--- src/rtl/cmr_pkg.sv ---
package cmr_pkg;

    // Word indices whose position the software map depends on
    localparam int W_ID        = 0;
    localparam int W_PROC      = 1;
    localparam int W_OSC       = 2;
    localparam int W_CTRL      = 3;
    localparam int W_STAT      = 4;
    localparam int W_KEY       = 5;
    localparam int W_AUX       = 7;
    localparam int W_SDRAM     = 8;
    localparam int W_INIT      = 9;
    localparam int W_REFCNT    = 10;
    localparam int W_FLG_SET   = 12;
    localparam int W_FLG_CLR   = 13;
    localparam int W_NV_SET    = 14;
    localparam int W_NV_CLR    = 15;
    localparam int W_IRQ_STAT  = 16;
    localparam int W_IRQ_RAW   = 17;
    localparam int W_IRQ_ENS   = 18;
    localparam int W_IRQ_ENC   = 19;
    localparam int W_SOFT_SET  = 20;
    localparam int W_SOFT_CLR  = 21;
    localparam int W_FIQ_STAT  = 24;
    localparam int W_FIQ_RAW   = 25;
    localparam int W_FIQ_ENS   = 26;
    localparam int W_FIQ_ENC   = 27;
    localparam int W_DESC_LO   = 64;
    localparam int W_DESC_HI   = 96;

    localparam logic [31:0] ID_WORD    = 32'h411A_3001;
    localparam logic [31:0] STAT_WORD  = 32'h0010_0000;
    localparam logic [15:0] UNLOCK_KEY = 16'hA05F;
    localparam logic [31:0] KEY_SEEN   = 32'h0001_A05F;
    localparam logic [31:0] OSC_RST    = 32'h0100_0048;
    localparam logic [31:0] AUX_RST    = 32'h0007_FEFF;
    localparam logic [31:0] SDRAM_BASE = 32'h0001_1122;
    localparam logic [31:0] INIT_RST   = 32'h0000_0112;
    localparam logic [31:0] CTRL_MASK  = 32'h0000_0005;

    localparam int          NAME_POS   = 73;
    localparam int          NAME_LEN   = 11;
    localparam logic [87:0] NAME_TEXT  = "CORE-MODULE";

    typedef enum logic { BUS_IDLE, BUS_DATA } bus_state_e;
    typedef enum logic { RQ_IDLE,  RQ_FIRE  } rq_state_e;

    function automatic logic [31:0] size_code(input int mb);
        if (mb >= 256)      return 32'h10;
        else if (mb >= 128) return 32'h0C;
        else if (mb >= 64)  return 32'h08;
        else if (mb >= 32)  return 32'h04;
        else                return 32'h00;
    endfunction

    function automatic logic [7:0] desc_byte(input int idx);
        int k;
        k = idx - NAME_POS;
        if (k >= 0 && k < NAME_LEN) return NAME_TEXT[8*(NAME_LEN-1-k) +: 8];
        else                        return 8'h00;
    endfunction

endpackage

--- src/rtl/cmr_refcnt.sv ---
module cmr_refcnt #(
    parameter int DIV = 4,
    parameter int CW  = 32
) (
    input  logic          clk,
    input  logic          rst_n,
    output logic [CW-1:0] count
);
    logic tick;

    generate
        if (DIV <= 1) begin : g_nodiv
            assign tick = 1'b1;
        end else begin : g_div
            localparam int DW = $clog2(DIV);
            logic [DW-1:0] div_q;
            always_ff @(posedge clk or negedge rst_n) begin
                if (!rst_n)                      div_q <= '0;
                else if (div_q == DW'(DIV - 1))  div_q <= '0;
                else                             div_q <= div_q + 1'b1;
            end
            assign tick = (div_q == DW'(DIV - 1));
        end
    endgenerate

    always_ff @(posedge clk or negedge rst_n) begin
        if (!rst_n)    count <= '0;
        else if (tick) count <= count + 1'b1;
    end

    assert_tick_step_R7: assert property (@(posedge clk) disable iff (!rst_n)
        tick |=> count == $past(count) + CW'(1));
    assert_hold_between_R7: assert property (@(posedge clk) disable iff (!rst_n)
        !tick |=> $stable(count));
endmodule

--- src/rtl/cmr_setclr.sv ---
module cmr_setclr #(
    parameter int W = 32
) (
    input  logic         clk,
    input  logic         rst_n,
    input  logic         set_we,
    input  logic         clr_we,
    input  logic [W-1:0] wdata,
    output logic [W-1:0] q
);
    always_ff @(posedge clk or negedge rst_n) begin
        if (!rst_n)      q <= '0;
        else if (set_we) q <= q | wdata;
        else if (clr_we) q <= q & ~wdata;
    end

    assert_clear_wins_R6: assert property (@(posedge clk) disable iff (!rst_n)
        clr_we |=> (q & $past(wdata)) == '0);
    assert_set_sticks_R6: assert property (@(posedge clk) disable iff (!rst_n)
        set_we |=> (q & $past(wdata)) == $past(wdata));
endmodule

--- src/rtl/cmr_irq.sv ---
module cmr_irq #(
    parameter int W = 32
) (
    input  logic         clk,
    input  logic         rst_n,
    input  logic         ien_set,
    input  logic         ien_clr,
    input  logic         fen_set,
    input  logic         fen_clr,
    input  logic         soft_set,
    input  logic         soft_clr,
    input  logic [W-1:0] wdata,
    output logic [W-1:0] level,
    output logic [W-1:0] ien,
    output logic [W-1:0] fen,
    output logic         irq_o,
    output logic         fiq_o
);
    logic soft_q;

    always_ff @(posedge clk or negedge rst_n) begin
        if (!rst_n) begin
            soft_q <= 1'b0;
            ien    <= '0;
            fen    <= '0;
        end else begin
            if (soft_set && wdata[0])      soft_q <= 1'b1;
            else if (soft_clr && wdata[0]) soft_q <= 1'b0;
            if (ien_set)      ien <= ien | wdata;
            else if (ien_clr) ien <= ien & ~wdata;
            if (fen_set)      fen <= fen | wdata;
            else if (fen_clr) fen <= fen & ~wdata;
        end
    end

    assign level = {{(W-1){1'b0}}, soft_q};
    assign irq_o = |(level & ien);
    assign fiq_o = |(level & fen);

    assert_soft_clear_drops_R11: assert property (@(posedge clk) disable iff (!rst_n)
        (soft_clr && wdata[0]) |=> (!irq_o && !fiq_o));
    assert_soft_set_raises_R10: assert property (@(posedge clk) disable iff (!rst_n)
        (soft_set && wdata[0]) |=> level[0]);
endmodule

--- src/rtl/cm_ctrl_regs.sv ---
module cm_ctrl_regs
    import cmr_pkg::*;
#(
    parameter int WORD_AW  = 10,
    parameter int TICK_DIV = 4,
    parameter int MEM_MB   = 128
) (
    input  logic               clk,
    input  logic               rst_n,
    input  logic               bus_sel,
    input  logic               bus_wr,
    input  logic [WORD_AW-1:0] bus_word,
    input  logic [31:0]        bus_wdata,
    output logic [31:0]        bus_rdata,
    output logic               bus_rvalid,
    output logic               sys_reset_req,
    output logic               remap_ram,
    output logic               irq_out,
    output logic               fiq_out
);
    localparam logic [31:0] SDRAM_RST = SDRAM_BASE | size_code(MEM_MB);

    logic       wr_en, rd_en;
    int         widx_i;
    logic       key_ok;

    assign wr_en  = bus_sel &  bus_wr;
    assign rd_en  = bus_sel & ~bus_wr;
    assign widx_i = int'(bus_word);

    function automatic logic hit(input int idx);
        return wr_en && (widx_i == idx);
    endfunction

    // ---------------- plain registers ----------------
    logic [31:0] osc_q, aux_q, ctrl_q, sdram_q, init_q;
    logic [15:0] key_q;

    assign key_ok = (key_q == UNLOCK_KEY);

    always_ff @(posedge clk or negedge rst_n) begin
        if (!rst_n) begin
            osc_q   <= OSC_RST;
            aux_q   <= AUX_RST;
            ctrl_q  <= '0;
            key_q   <= '0;
            sdram_q <= SDRAM_RST;
            init_q  <= INIT_RST;
        end else begin
            if (hit(W_OSC) && key_ok) osc_q <= bus_wdata;
            if (hit(W_AUX) && key_ok) aux_q <= bus_wdata;
            if (hit(W_CTRL))  ctrl_q  <= bus_wdata & CTRL_MASK;
            if (hit(W_KEY))   key_q   <= bus_wdata[15:0];
            if (hit(W_SDRAM)) sdram_q <= bus_wdata;
            if (hit(W_INIT))  init_q  <= bus_wdata;
        end
    end

    assign remap_ram = ctrl_q[2];

    // ---------------- sub-blocks ----------------
    logic [31:0] flags_q, nv_q, lvl, ien, fen, ref_cnt;

    cmr_setclr #(.W(32)) u_flags (
        .clk(clk), .rst_n(rst_n),
        .set_we(hit(W_FLG_SET)), .clr_we(hit(W_FLG_CLR)),
        .wdata(bus_wdata), .q(flags_q)
    );

    cmr_setclr #(.W(32)) u_nvflags (
        .clk(clk), .rst_n(rst_n),
        .set_we(hit(W_NV_SET)), .clr_we(hit(W_NV_CLR)),
        .wdata(bus_wdata), .q(nv_q)
    );

    cmr_irq #(.W(32)) u_irq (
        .clk(clk), .rst_n(rst_n),
        .ien_set(hit(W_IRQ_ENS)), .ien_clr(hit(W_IRQ_ENC)),
        .fen_set(hit(W_FIQ_ENS)), .fen_clr(hit(W_FIQ_ENC)),
        .soft_set(hit(W_SOFT_SET)), .soft_clr(hit(W_SOFT_CLR)),
        .wdata(bus_wdata),
        .level(lvl), .ien(ien), .fen(fen),
        .irq_o(irq_out), .fiq_o(fiq_out)
    );

    cmr_refcnt #(.DIV(TICK_DIV), .CW(32)) u_ref (
        .clk(clk), .rst_n(rst_n), .count(ref_cnt)
    );

    // ---------------- read mux ----------------
    logic [31:0] rd_word;

    always_comb begin
        rd_word = '0;
        if (widx_i >= W_DESC_LO && widx_i < W_DESC_HI) begin
            rd_word = {24'h0, desc_byte(widx_i)};
        end else begin
            case (widx_i)
                W_ID:       rd_word = ID_WORD;
                W_PROC:     rd_word = '0;
                W_OSC:      rd_word = osc_q;
                W_CTRL:     rd_word = ctrl_q;
                W_STAT:     rd_word = STAT_WORD;
                W_KEY:      rd_word = key_ok ? KEY_SEEN : {16'h0, key_q};
                W_AUX:      rd_word = aux_q;
                W_SDRAM:    rd_word = sdram_q;
                W_INIT:     rd_word = init_q;
                W_REFCNT:   rd_word = ref_cnt;
                W_FLG_SET:  rd_word = flags_q;
                W_NV_SET:   rd_word = nv_q;
                W_IRQ_STAT: rd_word = lvl & ien;
                W_IRQ_RAW:  rd_word = lvl;
                W_IRQ_ENS:  rd_word = ien;
                W_SOFT_SET: rd_word = lvl;
                W_FIQ_STAT: rd_word = lvl & fen;
                W_FIQ_RAW:  rd_word = lvl;
                W_FIQ_ENS:  rd_word = fen;
                default:    rd_word = '0;
            endcase
        end
    end

    always_ff @(posedge clk or negedge rst_n) begin
        if (!rst_n)     bus_rdata <= '0;
        else if (rd_en) bus_rdata <= rd_word;
    end

    // ---------------- bus response FSM ----------------
    bus_state_e bus_st, bus_nx;

    always_ff @(posedge clk or negedge rst_n) begin
        if (!rst_n) bus_st <= BUS_IDLE;
        else        bus_st <= bus_nx;
    end

    always_comb begin
        bus_nx = bus_st;
        unique case (bus_st)
            BUS_IDLE: bus_nx = rd_en ? BUS_DATA : BUS_IDLE;
            BUS_DATA: bus_nx = rd_en ? BUS_DATA : BUS_IDLE;
        endcase
    end

    assign bus_rvalid = (bus_st == BUS_DATA);

    // ---------------- reset request FSM ----------------
    rq_state_e rq_st, rq_nx;

    always_ff @(posedge clk or negedge rst_n) begin
        if (!rst_n) rq_st <= RQ_IDLE;
        else        rq_st <= rq_nx;
    end

    always_comb begin
        rq_nx = rq_st;
        unique case (rq_st)
            RQ_IDLE: rq_nx = (hit(W_CTRL) && bus_wdata[3]) ? RQ_FIRE : RQ_IDLE;
            RQ_FIRE: rq_nx = RQ_IDLE;
        endcase
    end

    assign sys_reset_req = (rq_st == RQ_FIRE);

    // ---------------- assertions ----------------
    assert_read_latency_R12: assert property (@(posedge clk) disable iff (!rst_n)
        rd_en |=> bus_rvalid);
    assert_reset_pulse_R4: assert property (@(posedge clk) disable iff (!rst_n)
        sys_reset_req |=> !sys_reset_req);
    assert_ctrl_bit3_zero_R4: assert property (@(posedge clk) disable iff (!rst_n)
        $past(rd_en && widx_i == W_CTRL) |-> !bus_rdata[3]);
    assert_osc_locked_R3: assert property (@(posedge clk) disable iff (!rst_n)
        !key_ok |=> $stable(osc_q) && $stable(aux_q));
    assert_remap_follow_R5: assert property (@(posedge clk) disable iff (!rst_n)
        hit(W_CTRL) |=> remap_ram == $past(bus_wdata[2]));
endmodule

--- config.mk ---
export PLATFORM = sky130hd
export DESIGN_NAME = cm_ctrl_regs
export DESIGN_NICKNAME = d
export VERILOG_FILES = /design/src/rtl/cmr_pkg.sv /design/src/rtl/cmr_refcnt.sv /design/src/rtl/cmr_setclr.sv /design/src/rtl/cmr_irq.sv /design/src/rtl/cm_ctrl_regs.sv
export SDC_FILE = /design/constraint.sdc
export NUM_CORES = 1
export LEC_CHECK = 0
export BUFFER_PORTS_ARGS = -buffer_cell sky130_fd_sc_hd__buf_4
export CAP_MARGIN = 15
export CORE_MARGIN = 1.5
export CORE_UTILIZATION = 35
export DETAILED_ROUTE_END_ITERATION = 12
export GPL_ROUTABILITY_DRIVEN = 0
export PLACE_DENSITY = 0.6
export SYNTH_ARGS = -nofsm -noshare
export SYNTH_HDL_FRONTEND = slang
export SYNTH_SLANG_ARGS = --single-unit
export TNS_END_PERCENT = 1
--- constraint.sdc ---
create_clock -name clk -period 2.8 [get_ports clk]
set_input_delay 0 -clock clk [delete_from_list [all_inputs] [get_ports clk]]
set_output_delay 0 -clock clk [all_outputs]
set_load 0.03 [all_outputs]
==> metrics.md, run 1 <==
| Metric | Value |
|---|---|
| Post-synthesis mux area share | 0.112 |
| Pwr Total | 10.6 mW |
| H-tree depth | 2 |
| Post-Layout Cell Count | around 2200 |
| Critical Path Max Stage Delay | ~0.52 ns |
| Crit-path max FO | 16 |
| Main area contributors after synthesis | dfrtp_1 48%, mux2_2 9.9%, a22o_1 9.1% |
| Mapped Area | approximately 16000 µm² |
| Final count of hold timing violations | 0 |
| FFs w/ async S/R, synth | 1.00 |
| Vias in the first global route | ~13000 |
| Post-Place Worst Slack | about 0.13 ns |
| Cell breakdown of the critical path | dlygate4sd3_1 > buf_4 > inv_1 > ha_2 > buf_4 > nand2b_1 > o32ai_1 > a221oi_1 > o22ai_1 > o21ai_0 > buf_4 > o211ai_1 |
| Number of buffers added for setup after CTS | 0 |
| WL per Instance | 23.6 µm |
| Worst setup margin | between 0.1 and 0.15 ns |
| Synth warn | 0 |
| Maximum Capacitance Violations | 0 |
| Crit path time final | between 2 and 3 ns |
| Met2 usage | 0.328 |
| CTS tree | yes |
| Internal | 8.13 mW |
| Slowest-stage cell, CP | dlygate4sd3_1 |
| Nets@finish | approximately 1600 |
| Detailed-route DRC error count | 0 |
| First-pass GRT wire length | about 78 mm |
| CP dominant cell by count | buf_4 |
| Die ar. | about 48000 µm² |
| Multi-input gate area | 7040 µm² |
| Largest family of logic cells by synthesized area | compound AO/OA/AOI/OAI gates |
| Final Setup Violations | 0 |
| Arrival @ worst endpoint | about 3.1 ns |
| Max-slew violations | 0 |
| Avg Inst Size Synth | 11.3 µm² |
| Clock share of power | 0.461 |
| Synthesized instance count | between 1000 and 1500 |
| Power per cell area | 549 nW/µm² |
| Die Width | about 220 µm |
| Switching pwr | approximately 2.5 mW |
| I/O pin total | 83 |
| Crit path capture type | flip-flop |
| Final core utilization | 0.424 |
| Slew headroom | 0.431 |
| Met1 Use GR | 0.307 |
| Setup TNS | 0 ns |
| Total Routing Usage GR | 0.214 |
| Adder-cell share of the synthesized area | 0.00618 |
| Clk_skew | about 0.015 ns |
| Setup CP Type | primary input to flip-flop |
| Num rows | a little under 80 |
| Placed cells | approximately 2100 |
| Initial antenna violation count | 0 |
| Syn_nets | 1490 |
| Max VDD drop | 0.000427 V |
| Remaining Overflow, GRT | 0 |
| Xor-xnor portion of the synthesized cell area | 0.0184 |
| Vias/cell | slightly below 6 |
| GRT Max-Usage Layer | met2 |
| Routed Antenna Nets | 0 |
| Synth Area in Compound Gates | 0.187 |
| Num Clock Sinks | 343 |
| RSZ-0062 raised after global routing | false |
| Layout cell share with drive strength beyond 1 | 0.253 |
| Most used DFF post-synth | dfrtp_1 |
| ANT cells | 0 |
| Post-synthesis sequential area ratio | 0.532 |
| Commonest non-fill, non-tap cell in the layout | dfrtp_1 |
| Max Freq | 374 MHz |
| Worst Tran Pin Value | between 0.8 and 0.9 ns |
| Fin crit share | 0.955 |
| Reg2Reg Depth | 5 |
| Yosys reg bits | around 340 |
| GRT met3 Usage | 0.0317 |
| CTS clk-pin slew, worst paths | around 0.060 ns |
| Synth unique cells | 67 |
| Sequential power share | 0.473 |
| First-pass detailed-route iteration total | 5 |
| Detailed Place HPWL | around 34 mm |
| Starting Density | 0.356 |
| Yosys top cell area share | 0.482 |
| Most frequent cells in the layout | 312 x dfrtp_1, 199 x nand2_1, 169 x a22o_1, 142 x mux2_2, 135 x buf_4 |
| Element type at the critical path start | primary input |
| Die H | about 220 µm |
| Worst-skew pair later-pin latency | ~0.53 ns |
| WL final | approximately 50 mm |
| Worst Path Required | 3.18 ns |
| Simple-gate share of the synthesized area | 0.107 |
| Clock buffer depth | 3 |
| Largest net degree at the start of global routing | 83 |
| Post-synth EDFFs | 0 |
| Logic pwr share | 0.067 |
| FF/Latch Area | 8620 µm² |
| Cell leakage power | 8.61 nW |
| Switching Share | 0.234 |
| Port Buffers | between 80 and 90 |
| Core area | 45600 µm² |
| Root buf cell | clkbuf_16 |
| Initial DRC count | 1386 |
| Total number of vias | 12600 |
| Synth area leader | dfrtp_1 |
| Worst min-delay path category | primary input to asynchronous set/reset pin |
| Status | complete, no violations |
| FILL cells | around 4200 |
| Area Overhead vs Synth | 19.3% |
| CTS buffer count | 37 |
cell families (layout without fill, tap and decap cells):
family,Yosys count,in the layout
xor+xnor,34,34
compound gates,386,386
fa+ha+maj,8,8
buf+inv,140,260
flops,343,343
mux,162,162
simple gates,363,363
area by class of cell:
type                    instances  share of cell area
flip-flops and latches        343               0.446
multi-input cells             953               0.364
repair buffers                188              0.0879
clock buffers                  54              0.0533
well taps                     600              0.0388
clock inverters                 8             0.00745
inverters                      10             0.00194
per-layer routing:
metal  up-vias  part of all wire
li1       5511                 -
met1      6471              0.45
met2       495              0.45
met3        94             0.068
met4         0             0.033
met5         -                 0
through the flow:
step	hold slack [ns]	area, µm²
floorplan	-0.296	16200
CTS	0.0385	19300
global placement	0.0764	17800
global route	0.0925	19300
finish	0.0449	19300
detailed placement	0.0770	17800
power groups by stage:
stage / logic (mW) / registers [mW] / clock network [mW]
floorplan: 0.273 / 5.12 / 0
CTS: 0.704 / 5.02 / 4.99
detailed placement: 0.660 / 5.11 / 0
global route: 0.763 / 5.02 / 5.18
finish: 0.707 / 5.02 / 4.89
global placement: 0.651 / 5.10 / 0
final timing paths:
kind                                       from                   end  slack, ns
setup / recovery                    bus_word[0]          bus_rdata[2]       0.13
hold / removal                            rst_n         sys_reset_req       0.04
setup reg to reg                      key_q[11]             osc_q[18]       0.37
hold reg to reg            u_ref.g_div.div_q[0]  u_ref.g_div.div_q[0]       0.42
max in group asynchronous                 rst_n             aux_q[17]       1.76
min in group clk                    bus_word[8]          bus_rdata[6]       0.07
timing repair:
item	in CTS	in global routing
endpoints found under the hold margin	355	0
setup endpoints to repair	0	1
hold buffers	37	0
resized for setup	0	2
cells in the mapped netlist (13+ instances only):
| cell | instances |
|---|---|
| buf_2 | 27 |
| a21oi_1 | 18 |
| a22oi_1 | 77 |
| o21ai_0 | 35 |
| clkbuf_1 | 91 |
| dfstp_2 | 31 |
| nand2b_1 | 13 |
| nor2_1 | 37 |
| nand2_1 | 199 |
| xnor2_1 | 25 |
| nand4_1 | 16 |
| mux2_2 | 142 |
| a22o_1 | 169 |
| dfrtp_1 | 312 |
| nand3_1 | 28 |
worst max-delay path: cells and delay by family:
family                     cells  cell delay [ns]
adders and majority gates      1             0.39
and+or+nand+nor                1             0.27
buffers and inverters          5             1.31
AOI/OAI and AO/OA              5             1.08
Note: power is estimated with default switching activity, not from simulation.
==> run 2: changes to the inputs <==
- CORE_UTILIZATION: 35 -> 50
- PLACE_DENSITY: 0.6 -> 0.75
==> run 2 against run 1 <==
  * Global-route usage up 7.0 points
  * Sequential cell count did not move
  * Die area decreased by 30%
  * Power shrank 0.64%
  * Clock skew rose by 0.0023 ns
  * Largest cell class unchanged
  * Sequential share of layout area is 0.88 points higher
  * Register-to-register slack barely moved
  * Cell count fell by 9.2%
  * Critical path type unchanged
  * Utilization rose by 17 points
  * Wire length shrank 8.2%
  * Hold slack lost 0.0058 ns
==> metrics.md, run 2 (same netlist as run 1, synthesis figures left out) <==
| Metric | Value |
|---|---|
| Status | complete, no violations |
| R2R Setup Slk | 0.36 ns (about the same) |
| Clock buffer depth | 3 (unchanged) |
| Most frequent cells in the layout | 312 x dfrtp_1, 199 x nand2_1, 169 x a22o_1, 142 x mux2_2, 136 x buf_4 |
| Nets@finish | 1580 (-0.44%) |
| Worst Tran Pin Value | 0.633 ns (-0.221 ns) |
| Area Overhead vs Synth | 16.9% |
| Num rows | 65 (-17%) |
| Max VDD drop | 0.000373 V (-13%) |
| Commonest non-fill, non-tap cell in the layout | dfrtp_1 |
| Cell leakage power | 8.57 nW (-0.36%) |
| Sequential power share | 0.476 (+0.003) |
| Arrival @ worst endpoint | 2.97 ns (-0.09 ns) |
| Multi-input gate area | 7040 µm² (about the same) |
| Switching Share | 0.239 (+0.00478) |
| RSZ-0062 raised after global routing | false |
| Initial antenna violation count | 0 (unchanged) |
| WL final | 46.6 mm (-8.2%) |
| Port Buffers | 82 (unchanged) |
| Minimum hold slack | 0.0391 ns (-0.00582 ns) |
| Starting Density | 0.511 (+0.155) |
| Final core utilization | 0.597 (+0.173) |
| Clock share of power | 0.459 (-0.002) |
| Logic pwr share | 0.065 (-0.002) |
| Hold path endpoint | bus_rdata[6] |
| RR Endpoint | aux_q[23] |
| Layout cell share with drive strength beyond 1 | 0.254 (+0.000806) |
| Clk_skew | 0.0173 ns (+0.00231 ns) |
| Worst-skew pair later-pin latency | 0.53 ns (about the same) |
| Vias/cell | 6.49 (+11%) |
| First-pass GRT wire length | 73.9 mm (-5.3%) |
| ANT cells | 0 (unchanged) |
| Crit path time final | 2.56 ns (-0.117 ns) |
| Final Instance Area | 19000 µm² (-1.9%) |
| Element type at the critical path start | primary input |
| Core area | 31700 µm² (-30%) |
| WL per Instance | 23.8 µm (+1.2%) |
| Worst Path Required | 3.22 ns (+0.04 ns) |
| H-tree depth | 2 (unchanged) |
| Hold Startpoint | bus_word[8] |
| Power per cell area | 557 nW/µm² (+1.3%) |
| Total number of vias | 12700 (+1.0%) |
| Max Freq | 391 MHz (+4.6%) |
| CTS tree | yes |
| Routed Antenna Nets | 0 (unchanged) |
| Maximum Capacitance Violations | 0 (unchanged) |
| Root buf cell | clkbuf_16 |
| CTS clk-pin slew, worst paths | 0.06 ns (about the same) |
| Total Routing Usage GR | 0.284 (+0.0698) |
| Detailed Place HPWL | 30.8 mm (-8.1%) |
| Largest net degree at the start of global routing | 83 (unchanged) |
| First-pass detailed-route iteration total | 6 (+1) |
| Setup TNS | 0 ns (unchanged) |
| Switching pwr | 2.52 mW (+1.4%) |
| Worst min-delay path category | primary input to flip-flop |
| Die Width | 183 µm (-16%) |
| Slew headroom | 0.575 (+0.144) |
| Initial DRC count | 1346 (-2.9%) |
| I/O pin total | 83 (unchanged) |
| CTS buffer count | 37 (unchanged) |
| Remaining Overflow, GRT | 0 (unchanged) |
| FILL cells | 2507 (-40%) |
| Number of buffers added for setup after CTS | 0 (unchanged) |
| Die H | 183 µm (-16%) |
| Die ar. | 33500 µm² (-30%) |
| Crit-path max FO | 17 (+1) |
| Placement-stage cell area | 17400 µm² (-2.3%) |
| Hold Crit Depth | 5 |
| Fin crit share | 0.913 (-0.0417) |
| Final count of hold timing violations | 0 (unchanged) |
| Internal | 8.03 mW (-1.3%) |
| Vias in the first global route | 12700 (+1.1%) |
| R2r startpoint | key_q[8] |
| Max-slew violations | 0 (unchanged) |
| Crit path capture type | flip-flop |
| Num Clock Sinks | 343 (unchanged) |
| Final Setup Violations | 0 (unchanged) |
| Setup CP Type | primary input to flip-flop |
| FF/Latch Area | 8620 µm² (unchanged) |
| Reg2Reg Depth | 5 (unchanged) |
| Detailed-route DRC error count | 0 (unchanged) |
| Post-Layout Cell Count | 1957 (-9.2%) |
| Placed cells | 1852 (-10%) |
-- run 2: layer usage --
layer / GRT usage / vias up / routed length (µm)
li1: - / 5498 / -
met1: 0.411 / 6432 / 20100
met2: 0.434 / 669 / 21000
met3: 0.0538 / 100 / 4420
met4: 0.0859 / 0 / 1100
met5: 0 / - / 0
-- run 2: how the worst max path moves through the flow --
stage,start,to,slack [ns],cells after the start
after global placement,bus_word[7],osc_q[21],0.34,7
after CTS,bus_word[0],bus_rdata[0],0.25,11
after global routing,bus_word[0],bus_rdata[4],0.11,11
after floorplan,bus_word[0],bus_rdata[3],0.40,10
final,bus_word[0],bus_rdata[21],0.24,11
after detailed placement,bus_word[0],bus_rdata[0],0.26,10
-- run 2: metrics by stage --
stage,power (mW),worst slack [ns]
floorplan,5.40,0.405
global route,10.8,0.106
CTS,10.6,0.249
detailed placement,5.74,0.259
finish,10.6,0.242
global placement,5.73,0.337
-- run 2: cell type report --
cell class                      count  area share
Inverter                           10     0.00198
Clock inverter                     14     0.00792
Tap cell                          402      0.0265
Multi-Input combinational cell    953       0.372
Clock buffer                       54      0.0554
Timing Repair Buffer              181      0.0816
Sequential cell                   343       0.455
-- run 2: critical path, cell delays in order --
cell	delay (ns)
dlygate4sd3_1	0.53
buf_4	0.20
inv_1	0.17
ha_2	0.33
buf_12	0.20
nor3b_2	0.18
buf_4	0.21
a22o_1	0.23
o21ai_0	0.47
nand4_1	0.19
a22o_1	0.25
-- run 2: what timing repair did --
action / in CTS / in global routing
setup endpoints to repair: 0 / 1
gates resized for setup: 0 / 1
hold buffers: 37 / 0
endpoints found under the hold margin: 363 / 0
-- run 2: power groups by stage --
stage | logic [mW] | registers, mW | clock network [mW]
floorplan | 0.273 | 5.12 | 0
global placement | 0.623 | 5.10 | 0
detailed placement | 0.633 | 5.11 | 0
CTS | 0.679 | 5.02 | 4.89
global route | 0.738 | 5.02 | 5.09
finish | 0.687 | 5.02 | 4.85
==> run 3: changes to the inputs <==
--- a/config.mk
+++ b/config.mk
@@ -6,4 +6,5 @@
 export NUM_CORES = 1
 export LEC_CHECK = 0
+export ABC_AREA = 1
 export BUFFER_PORTS_ARGS = -buffer_cell sky130_fd_sc_hd__buf_4
 export CAP_MARGIN = 15
==> constraint.sdc (replaced) <==
create_clock -name clk -period 2.8 [get_ports clk]
set_input_delay 0.56 -clock clk [delete_from_list [all_inputs] [get_ports clk]]
set_output_delay 0.56 -clock clk [all_outputs]
set_load 0.03 [all_outputs]
==> run 3 against run 2 <==
  * The flow now finishes with violations (hold timing)
  * Highest routed layer unchanged
  * Synthesized cell count grew 40%
  * Register-to-register slack gained 0.28 ns
  * Sequential cell count is the same
  * Critical path depth grew 1
  * Synthesized area grew 0.84%
  * Non-clock buffer count shrank 45
  * Global-route usage grew 0.27 points
  * Design area shrank 1.5%
  * Worst setup slack gained 0.33 ns
  * Via count grew 13%
==> metrics.md, run 3 <==
| Metric | Value |
|---|---|
| Commonest non-fill, non-tap cell in the layout | nand2_1 |
| Detailed Place HPWL | 31.2 mm (+1.1%) |
| Arrival @ worst endpoint | 2.70 ns (-0.27 ns) |
| Initial DRC count | 1398 (+3.9%) |
| Remaining Overflow, GRT | 0 (unchanged) |
| WL per Instance | 18.6 µm (-22%) |
| Clock buffer depth | 3 (unchanged) |
| Port Buffers | 82 (unchanged) |
| Sequential power share | 0.487 (+0.011) |
| Element type at the critical path start | primary input |
| Setup TNS | 0 ns (unchanged) |
| Power per cell area | 550 nW/µm² (-1.2%) |
| Layout cell share with drive strength beyond 1 | 0.136 (-0.118) |
| Total Routing Usage GR | 0.287 (+0.00275) |
| Slowest-stage cell, CP | nand2_1 |
| Slew headroom | 0.456 (-0.119) |
| Most used DFF post-synth | dfrtp_1 |
| Logic pwr share | 0.044 (-0.021) |
| RSZ-0062 raised after global routing | false |
| Die ar. | 33800 µm² (+0.83%) |
| Max Freq | 448 MHz (+15%) |
| WL final | 46.9 mm (+0.60%) |
| Crit path capture type | flip-flop |
| Avg Inst Size Synth | 8.15 µm² (-28%) |
| PostCTS Resize Cnt | 0 (unchanged) |
| First-pass detailed-route iteration total | 5 (-1) |
| First-pass GRT wire length | 75.6 mm (+2.3%) |
| CTS clk-pin slew, worst paths | 0.06 ns (about the same) |
| R2r startpoint | u_ref.g_div.div_q[0] |
| Worst Path Required | 3.27 ns (+0.05 ns) |
| Die H | 184 µm (+0.41%) |
| Minimum hold slack | -0.0112 ns (-0.0503 ns) |
| CP dominant cell by count | nand2_1 |
| Synth warn | 0 (unchanged) |
| Most frequent cells in the layout | 606 x nand2_1, 392 x o21ai_0, 312 x dfrtp_1, 126 x buf_4, 115 x inv_1 |
| Final Setup Violations | 0 (unchanged) |
| Core area | 32400 µm² (+2.1%) |
| Post-synth top cells | 606 x nand2_1, 392 x o21ai_0, 312 x dfrtp_1 |
| Num Clock Sinks | 343 (unchanged) |
| Largest net degree at the start of global routing | 77 (-7.2%) |
| Detailed-route DRC error count | 0 (unchanged) |
| Synth unique cells | 41 (-39%) |
| Status | complete, but fails checks |
| Most frequent cell after synthesis | nand2_1 |
| Final count of hold timing violations | 2 (+2) |
| Cell breakdown of the critical path | buf_4 > inv_1 > ha_1 > nand2_1 > nor2_1 > nand2_1 > buf_4 > nand2_1 > a21oi_1 > nand3_1 > nand2_1 > nand2_1 |
| Initial antenna violation count | 0 (unchanged) |
| Max-slew violations | 0 (unchanged) |
| FFs w/ async S/R, synth | 1.00 (unchanged) |
| Starting Density | 0.505 (-0.00609) |
| Vias in the first global route | 14000 (+10%) |
| Worst min-delay path category | primary input to asynchronous set/reset pin |
| Main area contributors after synthesis | dfrtp_1 48%, nand2_1 14%, o21ai_0 12% |
| Clk_skew | 0.0166 ns (-0.000761 ns) |
| Post-synthesis sequential area ratio | 0.528 (-0.00444) |
| Crit path time final | 2.23 ns (-0.327 ns) |
| Switching pwr | 2.32 mW (-8.0%) |
| CTS buffer count | 37 (unchanged) |
| Worst-skew pair later-pin latency | 0.53 ns (about the same) |
| Failing checks | hold timing |
| Cell leakage power | 9.06 nW (+5.6%) |
| Crit-path max FO | 8 (-9) |
| ANT cells | 0 (unchanged) |
| Yosys top cell area share | 0.478 (-0.00402) |
| Fin crit share | 0.797 (-0.117) |
| Num rows | 66 (+1.5%) |
| Yosys reg bits | 343 (unchanged) |
| CTS tree | yes |
| Mapped Area | 16300 µm² (+0.84%) |
| Nets@finish | 2114 (+34%) |
| H-tree depth | 2 (unchanged) |
| Max VDD drop | 0.000434 V (+16%) |
| Area Overhead vs Synth | 14.2% |
| Maximum Capacitance Violations | 0 (unchanged) |
| I/O pin total | 83 (unchanged) |
| Syn_nets | 2059 (+38%) |
| Vias/cell | 5.67 (-13%) |
| Die Width | 184 µm (+0.41%) |
| Root buf cell | clkbuf_16 |
| Hold_buf cts | 0 (-100%) |
| Number of buffers added for setup after CTS | 0 (unchanged) |
| Synthesized instance count | 2005 (+40%) |
| Post-synth EDFFs | 0 (unchanged) |
| Setup CP Type | primary input to flip-flop |
| Clock share of power | 0.469 (+0.010) |
| Setup crit start | bus_word[1] |
| Worst Tran Pin Value | 0.816 ns (+0.183 ns) |
| Switching Share | 0.226 (-0.0129) |
| Total number of vias | 14300 (+13%) |
| Critical Path Max Stage Delay | 0.40 ns (-0.13 ns) |
| Internal | 7.94 mW (-1.1%) |
| Routed Antenna Nets | 0 (unchanged) |
| FILL cells | 2862 (+14%) |
| Synth area leader | dfrtp_1 |
-- run 3: power by group through the flow --
stage                     clock network [mW]  registers, mW  logic, mW
after detailed placement                   0           5.09      0.449
after global routing                    5.06           5.00      0.504
after CTS                               4.85           5.00      0.450
final                                   4.81           5.00      0.447
after global placement                     0           5.09      0.440
after floorplan                            0           5.09      0.207
-- run 3: path summary, 6_finish.rpt --
kind,to,slack [ns],cells past startpoint
max in group asynchronous,aux_q[0],1.91,2
min reg2reg,sys_reset_req,0.44,1
min in group clk,u_irq.soft_q,0.35,3
min,sdram_q[10],-0.01,1
max,bus_rdata[13],0.57,12
max reg2reg,u_ref.count[30],0.64,12
-- run 3: metal layers --
| metal | global-route usage | up-vias | wire length [µm] |
|---|---|---|---|
| met1 | 0.403 | 6916 | 20100 |
| li1 | - | 6650 | - |
| met4 | 0.0990 | 0 | 1420 |
| met2 | 0.447 | 644 | 21300 |
| met5 | 0 | - | 0 |
| met3 | 0.0537 | 101 | 4020 |
-- run 3: final cells by class --
| type | count | area (µm²) | share of cell area |
|---|---|---|---|
| Sequential cell | 343 | 8620 | 0.462 |
| Clock buffer | 55 | 1110 | 0.0597 |
| Timing Repair Buffer | 136 | 1140 | 0.0611 |
| Multi-Input combinational cell | 1418 | 6690 | 0.358 |
| Inverter | 124 | 468 | 0.0251 |
| Tap cell | 442 | 553 | 0.0296 |
| Clock inverter | 6 | 81.3 | 0.00436 |
-- run 3: per-stage QoR --
step	setup WS (ns)	cells	utilization	power, mW	instance area [µm²]
after floorplan	0.653	2005	-	5.29	16300
after global placement	0.245	2463	0.540	5.53	17500
after detailed placement	0.138	2463	0.540	5.54	17500
after CTS	0.672	2524	0.577	10.3	18700
after global routing	0.402	2524	0.577	10.6	18700
final	0.570	2524	0.577	10.3	18700
-- run 3: worst max-delay path, delay by kind of cell --
family	cells	cell delay [ns]
compound gates	1	0.04
buf+inv	3	0.53
fa+ha+maj	1	0.35
simple gates	7	1.20
-- run 3: cell families after synthesis --
group	count (synthesis)	synth area share
adder cells (fa/ha/maj)	8	0.00613
flip-flops	343	0.528
multiplexers	1	0.000689
AO/OA/AOI/OAI	491	0.153
XOR/XNOR	29	0.0155
AND/OR/NAND/NOR	889	0.233
buffers and inverters	244	0.0641
